===== src/rtl/colgen_pkg.sv =====
package colgen_pkg;
  typedef enum logic [2:0] {
    BL_ONE   = 3'b000,
    BL_TWO   = 3'b001,
    BL_FOUR  = 3'b010,
    BL_EIGHT = 3'b011,
    BL_PAGE  = 3'b111
  } blen_e;
endpackage


===== src/rtl/colgen_cfg_dec.sv =====
module colgen_cfg_dec
  import colgen_pkg::*;
#(
  parameter int unsigned COL_W = 9
) (
  input  logic [2:0]       len_code_i,
  input  logic             ilv_i,
  output logic [COL_W-1:0] mask_o,
  output logic             page_o,
  output logic             ilv_o
);
  always_comb begin
    page_o = 1'b0;
    unique case (len_code_i)
      BL_TWO:   mask_o = COL_W'(1);
      BL_FOUR:  mask_o = COL_W'(3);
      BL_EIGHT: mask_o = COL_W'(7);
      BL_PAGE: begin
        mask_o = '1;
        page_o = 1'b1;
      end
      default:  mask_o = '0; // length 1, including reserved codes
    endcase
    ilv_o = ilv_i & ~page_o;
  end
endmodule


===== src/rtl/colgen_addr.sv =====
module colgen_addr #(
  parameter int unsigned COL_W = 9
) (
  input  logic [COL_W-1:0] base_i,
  input  logic [COL_W-1:0] mask_i,
  input  logic             ilv_i,
  input  logic [COL_W-1:0] beat_i,
  output logic [COL_W-1:0] col_o
);
  logic [COL_W-1:0] seq_w, ilv_w;

  assign seq_w = base_i + beat_i;
  assign ilv_w = base_i ^ beat_i;

  for (genvar b = 0; b < COL_W; b++) begin : g_bit
    assign col_o[b] = mask_i[b] ? (ilv_i ? ilv_w[b] : seq_w[b]) : base_i[b];
  end
endmodule


===== src/rtl/sdram_burst_colgen.sv =====
module sdram_burst_colgen #(
  parameter int unsigned COL_W = 9
) (
  input  logic             clk_i,
  input  logic             rst_ni,
  input  logic             start_i,
  input  logic [COL_W-1:0] start_col_i,
  input  logic [2:0]       len_code_i,
  input  logic             ilv_i,
  input  logic             term_i,
  output logic [COL_W-1:0] col_o,
  output logic             valid_o,
  output logic             last_o
);
  logic [COL_W-1:0] dec_mask, mask_q, base_q, beat_q, beat_nxt, col_q, addr_nxt;
  logic             dec_page, dec_ilv, page_q, ilv_q, busy_q, last_q, accept;

  colgen_cfg_dec #(.COL_W(COL_W)) i_dec (
    .len_code_i(len_code_i),
    .ilv_i     (ilv_i),
    .mask_o    (dec_mask),
    .page_o    (dec_page),
    .ilv_o     (dec_ilv)
  );

  assign beat_nxt = beat_q + COL_W'(1);

  colgen_addr #(.COL_W(COL_W)) i_addr (
    .base_i(base_q),
    .mask_i(mask_q),
    .ilv_i (ilv_q),
    .beat_i(beat_nxt),
    .col_o (addr_nxt)
  );

  // new request only when idle or on the closing beat
  assign accept = start_i && (!busy_q || last_q);

  always_ff @(posedge clk_i or negedge rst_ni) begin
    if (!rst_ni) begin
      base_q <= '0;
      mask_q <= '0;
      page_q <= 1'b0;
      ilv_q  <= 1'b0;
      beat_q <= '0;
      col_q  <= '0;
      busy_q <= 1'b0;
      last_q <= 1'b0;
    end else if (accept) begin
      base_q <= start_col_i;
      mask_q <= dec_mask;
      page_q <= dec_page;
      ilv_q  <= dec_ilv;
      beat_q <= '0;
      col_q  <= start_col_i;
      busy_q <= 1'b1;
      last_q <= !dec_page && (dec_mask == '0);
    end else if (busy_q) begin
      if (last_q || term_i) begin
        busy_q <= 1'b0;
        last_q <= 1'b0;
      end else begin
        beat_q <= beat_nxt;
        col_q  <= addr_nxt;
        last_q <= !page_q && (beat_nxt == mask_q);
      end
    end
  end

  assign col_o   = col_q;
  assign valid_o = busy_q;
  assign last_o  = last_q;

  assert_last_drop_R3: assert property (@(posedge clk_i) disable iff (!rst_ni)
    (valid_o && last_o && !start_i) |=> !valid_o);

  assert_block_hold_R6: assert property (@(posedge clk_i) disable iff (!rst_ni)
    (valid_o && $past(valid_o) && !$past(last_o) && !$past(term_i))
      |-> ((col_o & ~mask_q) == ($past(col_o) & ~mask_q)));

  assert_seq_step_R4: assert property (@(posedge clk_i) disable iff (!rst_ni)
    (valid_o && !ilv_q && $past(valid_o) && !$past(last_o) && !$past(term_i))
      |-> (((col_o - $past(col_o)) & mask_q) == COL_W'(1)));

  assert_page_no_last_R7: assert property (@(posedge clk_i) disable iff (!rst_ni)
    (valid_o && page_q) |-> !last_o);

  assert_term_ends_R8: assert property (@(posedge clk_i) disable iff (!rst_ni)
    (valid_o && term_i && !last_o) |=> !valid_o);

  assert_start_ignored_R10: assert property (@(posedge clk_i) disable iff (!rst_ni)
    (valid_o && !last_o && !term_i && start_i) |=> (valid_o && beat_q == $past(beat_q) + COL_W'(1)));
endmodule


===== config.mk =====
export PLATFORM = sky130hd
export DESIGN_NAME = sdram_burst_colgen
export DESIGN_NICKNAME = d
export VERILOG_FILES = /design/src/rtl/colgen_pkg.sv /design/src/rtl/colgen_cfg_dec.sv /design/src/rtl/colgen_addr.sv /design/src/rtl/sdram_burst_colgen.sv
export SDC_FILE = /design/constraint.sdc
export NUM_CORES = 1
export LEC_CHECK = 0
export ABC_AREA = 1
export CORE_MARGIN = 8
export CORE_UTILIZATION = 37
export CTS_CLUSTER_SIZE = 12
export DETAILED_ROUTE_END_ITERATION = 6
export GPL_TIMING_DRIVEN = 0
export PLACE_DENSITY = 0.64
export SYNTH_ARGS = -nofsm -noshare
export SYNTH_HDL_FRONTEND = slang
export SYNTH_SLANG_ARGS = --single-unit

===== constraint.sdc =====
create_clock -name clk_i -period 4.8 [get_ports clk_i]
set_input_delay 0.96 -clock clk_i [delete_from_list [all_inputs] [get_ports clk_i]]
set_output_delay 0.96 -clock clk_i [all_outputs]
set_load 0.1 [all_outputs]

# ---- Yosys cells after proc, flatten, opt, wreduce, memory -nomap -nowiden
# Cells that the tools add are included.
# Widths: inputs -> output; s select.
dict set report classes {
  addsub 2
  n_eq_ne 6
  mux 32
  n_bitwise 3
  reduce_logical 11
}
# operator count
set op_table {}
lappend op_table {{$mux 9} 6}
lappend op_table {{$pmux 9 s4} 1}
lappend op_table {{$mux 1} 25}
lappend op_table {{$add 9x1->9 const B} 1}
lappend op_table {{$add 9x9->9} 1}
lappend op_table {{$eq 9x9->1} 1}
lappend op_table {{$logic_not 9->1} 1}
lappend op_table {{$xor 9x9->9} 1}
lappend op_table {{$eq 3x2->1 const B} 2}
lappend op_table {{$eq 3x1->1 const B} 1}
lappend op_table {{$eq 3x3->1 const B} 1}
lappend op_table {{$logic_and 1x1->1} 3}
lappend op_table {{$logic_not 1->1} 3}
lappend op_table {{$logic_or 1x1->1} 2}
lappend op_table {{$ne 2x2->1 const B} 1}
lappend op_table {{$reduce_and 2->1} 1}
lappend op_table {{$reduce_bool 2->1} 1}
lappend op_table {{$and 1x1->1} 1}
lappend op_table {{$not 1->1} 1}
dict set report totals {
  register_bits 40
  inputBits 17
  output_inout_bits 11
  word_cells 62
}

# ---- Longest topological paths before layout
dict set report depth {
  ltp_word 7
  ltp_mapped 18
  depth_no_buf 18
}

# ---- Modules after synthesis
# Synthesis repeated with hierarchy kept, for this count alone.
dict set report hier_totals {
  cells_unflattened 357
  hier_area_um2 2580.0
}
# module n_inst cells_each area_per_inst_um2 seq_area_each_um2
set modules_own_cells {}
lappend modules_own_cells {sdram_burst_colgen 1 244 1960.6 1001.0}
lappend modules_own_cells {colgen_addr 1 94 524.3 0.0}
lappend modules_own_cells {colgen_cfg_dec 1 19 95.1 0.0}

# ---- Worst setup path before layout
# No wires, ideal clock.
dict set report synth_path {
  path_type {register to register}
  startpoint {register beat_q[0]}
  endpoint {register col_q[7], in the netlist col_o[7]}
  setup_ps 126
  arrival_ps 2051
  required_time_ps 4674
  slack_ps 2623
  stages_incl_launch_ff 12
  n_path_buf 0
  synth_period_minus_slack_ps 2177
  cell_sequence {dfrtp_1 -> ha_1 -> nand3_1 -> nor2_2 -> xor2_1 -> inv_1 -> ha_1 -> a21oi_1 -> a21boi_0 -> a21oi_1 -> o21ai_0 -> a21oi_1}
}
dict set report synth_between {
  elab_chain_len 7
  elab_cells_between_ends 8
  cone_classes {add/sub (2); mux (5); bitwise (1)}
}
# item line
set synth_lines {}
lappend synth_lines {{start, declared} sdram_burst_colgen.sv:15} ;# logic [COL_W-1:0] dec_mask, mask_q, base_q, beat_q, beat_nxt, col_q, addr_nxt;
lappend synth_lines {{start signal, assigned} sdram_burst_colgen.sv:63} ;# beat_q <= beat_nxt;
lappend synth_lines {{$add 9x1->9 (*)} sdram_burst_colgen.sv:26} ;# assign beat_nxt = beat_q + COL_W'(1);
lappend synth_lines {{$add 9x9->9 / $xor 9x9->9 (equally long branches)} {colgen_addr.sv:12, colgen_addr.sv:13}}
lappend synth_lines {{$mux 1 (*) (2 in series)} colgen_addr.sv:16} ;# assign col_o[b] = mask_i[b] ? (ilv_i ? ilv_w[b] : seq_w[b]) : base_i[b];
lappend synth_lines {{$mux 9 (*)} sdram_burst_colgen.sv:59} ;# if (last_q || term_i) begin
lappend synth_lines {{$mux 9 (*)} sdram_burst_colgen.sv:58} ;# end else if (busy_q) begin
lappend synth_lines {{$mux 9 (*)} sdram_burst_colgen.sv:49} ;# end else if (accept) begin
lappend synth_lines {{end signal, assigned} sdram_burst_colgen.sv:55} ;# col_q <= start_col_i;
lappend synth_lines {{end signal, assigned} sdram_burst_colgen.sv:64} ;# col_q <= addr_nxt;
lappend synth_lines {{end, declared} sdram_burst_colgen.sv:15}
# Mark *: on every way between the ends. The rest lies on a longest branch, timed or not. The select of a mux whose other input is x is not followed.
# A chain may end at the register's enable or synchronous reset.

# ---- Worst setup path after layout
dict set report layout_path {
  startpoint {register busy_q, in the netlist valid_o}
  endpoint {output port valid_o}
}
# item line
set layout_lines {}
lappend layout_lines {{start, declared} sdram_burst_colgen.sv:16} ;# logic dec_page, dec_ilv, page_q, ilv_q, busy_q, last_q, accept;
lappend layout_lines {{start signal, assigned} sdram_burst_colgen.sv:47} ;# busy_q <= 1'b0;
lappend layout_lines {{start signal, assigned} sdram_burst_colgen.sv:56} ;# busy_q <= 1'b1;
lappend layout_lines {{start signal, assigned} sdram_burst_colgen.sv:60} ;# busy_q <= 1'b0;
lappend layout_lines {{end, declared} sdram_burst_colgen.sv:12} ;# output logic valid_o,
# No word-level cell between the ends.

==> results.md <==
* Filler cell count at 589
* GR Layer Usage met2 at 0.205
* Port-buffer cells at 27
* GP Congestion at about 0.84
* Crit Path Class: flop to output pin
* CP bufs+invs at 1
* Setup bufs post-CTS at 0
* Most used routing layer: met2
* Clock Path Buffers at 2
* Crit path largest cell delay at 1.17 ns
* Final hold viol count at 0
* Commonest non-fill, non-tap cell in the layout: nand2_1
* DIE HEIGHT at around 90 µm
* Cells after Synth at between 200 and 300
* DRC viols at 0
* Slowest-stage cell, CP: clkdlybuf4s50_1
* RSZ-0062 raised after global routing: no
* Worst Path Max Fanout at 6
* Crit path launch: valid_o$_DFF_PN0_
* Final wirelength at approximately 5000 µm
* DRT antenna net count at 0
* Fin nets at around 340
* Main synth FF type: dfrtp_1
* Post-layout util at 0.464
* Final cell count without fillers at between 300 and 400
* Syn nets at around 310
* Cell Pwr Density at ~650 mW/mm²
* Worst-skew pair later-pin latency at 0.28 ns
* Least-Margin Pin Slew at approximately 0.98 ns
* Crit path arrival time at 1.90 ns
* Worst-path clk slew at 0.07 ns
* Tmin final at roughly 2.9 ns
* Fraction of met1 tracks used by global routing at 0.168
* Clock tree root driver cell: clkbuf_8
* Worst hold path stage count at 2
* Worst EP required at 3.84 ns
* Total GRT Usage at 0.129
* Avg WL per Cell at 13.3 µm
* Antenna violations before repair at 0
* Synthesized area at between 0.002 and 0.0025 mm²
* Max IR drop VDD at 414 µV
* Netlist cell types at 33
* Setup TNS at 0 ns
* Pins Over Slew Limit at 0
* Core Area at 0.00554 mm²
* CTS resizes at 0
* Hold Crit Class: flop to flop
* Worst r2r src: beat_q[0]$_DFFE_PN0P_
* Run status: finished clean
* Max transition margin at 0.343
* M3 GR Usage at 0.0342
* DR iter-0 viols at 91
* Post-synth EDFFs at 0
* LEAKAGE at 1.26 nW
* DP Worst Slack at about 2.2 ns
* CP endpoint kind: output pin
* Layout cells sized above 1 at 0.0701
* Initial core utilization at 0.386
* Die Wd at roughly 90 µm
* Diode count at 0
* Die ar. at around 0.0085 mm²
* First-pass GRT wire length at around 8900 µm
* Remaining Overflow, GRT at 0
* Fmax at ~350 MHz
* R2R Setup Slk at 2.19 ns
* Slack of the critical path at 1.94 ns
* Placed insts at 379
* Commonest non-fill, non-tap cells in the layout: nand2_1, inv_1, dfrtp_1
* CTS Sinks at 34
* Std cell rows at 27
* # hold bufs at CTS at 0
* Seq cells post-synth at 34
* Synthesized area per cell at 7.65 µm²
* Via density at 4.88
* Crit-path leading delay family: buffers and inverters
* Sequential share of the synthesized area at 0.397
* Asr flop ratio synth at 1.00
* Max-cap violations at 0
* Yosys warns at 0
* IO Count at 28
* CTS buffer count at 5
* Crit Reg-Reg Endpoint: col_o[7]$_DFFE_PN0P_
* Min-delay src: col_o[5]$_DFFE_PN0P_
* Area grow syn2layout at 20.2%
* First-pass DRT Iterations at 4
* CTS tree: done
* Setup violations, final at 0
* Vias in the first global route at approximately 1900
* H-tree depth at 2
* Worst hold endpoint: col_o[5]$_DFFE_PN0P_
* Final worst-path cycle share at 0.595
* Worst reg2reg path depth at 11
* Crit start category: flop
* Crit-path cells: clkdlybuf4s50_1
* Largest net degree at the start of global routing at 35
* Final Skew at between 0.005 and 0.006 ns
* Hpwl dp at ~3900 µm
* Routed via count at ~1900
report_power, final:
part / switching (mW) / leakage (nW) / internal (mW)
sequential: 0.0862 / 0.426 / 0.395
combinational: 0.702 / 0.798 / 0.289
clock: 0.0978 / 0.0383 / 0.0998
registers in the layout, indices dropped and copies added, names as in the netlist:
name and flops:
beat_q 9, mask_q 4, ilv_q 1, valid_o 1, base_q 9, col_o 9
last_o 1
cells in the mapped netlist, types with 3 or more instances:
cell	instances	area, µm²
nand2_1	70	263
inv_1	39	146
dfrtp_1	34	851
o21ai_0	22	110
nand3_1	21	105
nor2_1	18	67.6
a21oi_1	17	85.1
ha_1	11	138
xor2_1	7	61.3
o21ai_1	6	30.0
o22ai_1	5	31.3
buf_6	3	33.8
nor2_2	3	18.8
o211ai_1	3	22.5
per-layer routing:
layer  share of wire  vias to the layer above
met5               0                        -
met4          0.0086                        0
met3           0.045                        4
met2            0.45                       40
met1            0.50                      868
li1                -                      972
cell type report:
| type | count | area (µm²) | area share |
|---|---|---|---|
| clock buffers | 7 | 76.3 | 0.0297 |
| inverters | 41 | 154 | 0.0598 |
| multi-input cells | 199 | 1080 | 0.421 |
| well taps | 72 | 90.1 | 0.0350 |
| repair buffers | 27 | 265 | 0.103 |
| flip-flops and latches | 34 | 851 | 0.331 |
| plain buffers | 6 | 53.8 | 0.0209 |
how the worst max path moves through the flow:
stage | end | slack, ns | cells after the start
2_1_floorplan | col_o[7]$_DFFE_PN0P_ | 2.62 | 11
3_3_place_gp | beat_q[0]$_DFFE_PN0P_ | 1.99 | 1
3_5_place_dp | col_o[7]$_DFFE_PN0P_ | 2.21 | 11
4_1_cts | valid_o | 1.94 | 1
5_1_grt | valid_o | 1.87 | 1
6_report | valid_o | 1.94 | 1
through the flow:
| stage | hold slack, ns | area, µm² | power [mW] |
|---|---|---|---|
| after floorplan | 0.469 | 2140 | 1.23 |
| after global placement | 0.487 | 2500 | 1.47 |
| after detailed placement | 0.492 | 2500 | 1.48 |
| after CTS | 0.511 | 2570 | 1.69 |
| after global routing | 0.531 | 2570 | 1.79 |
| final | 0.500 | 2570 | 1.67 |
cell families after synthesis:
group | synth area share
AND/OR/NAND/NOR | 0.233
AO/OA/AOI/OAI | 0.158
buffers and inverters | 0.0970
flip-flops | 0.397
adder cells (fa/ha/maj) | 0.0783
XOR/XNOR | 0.0362
No activity file was read; power rests on OpenSTA's default activity.
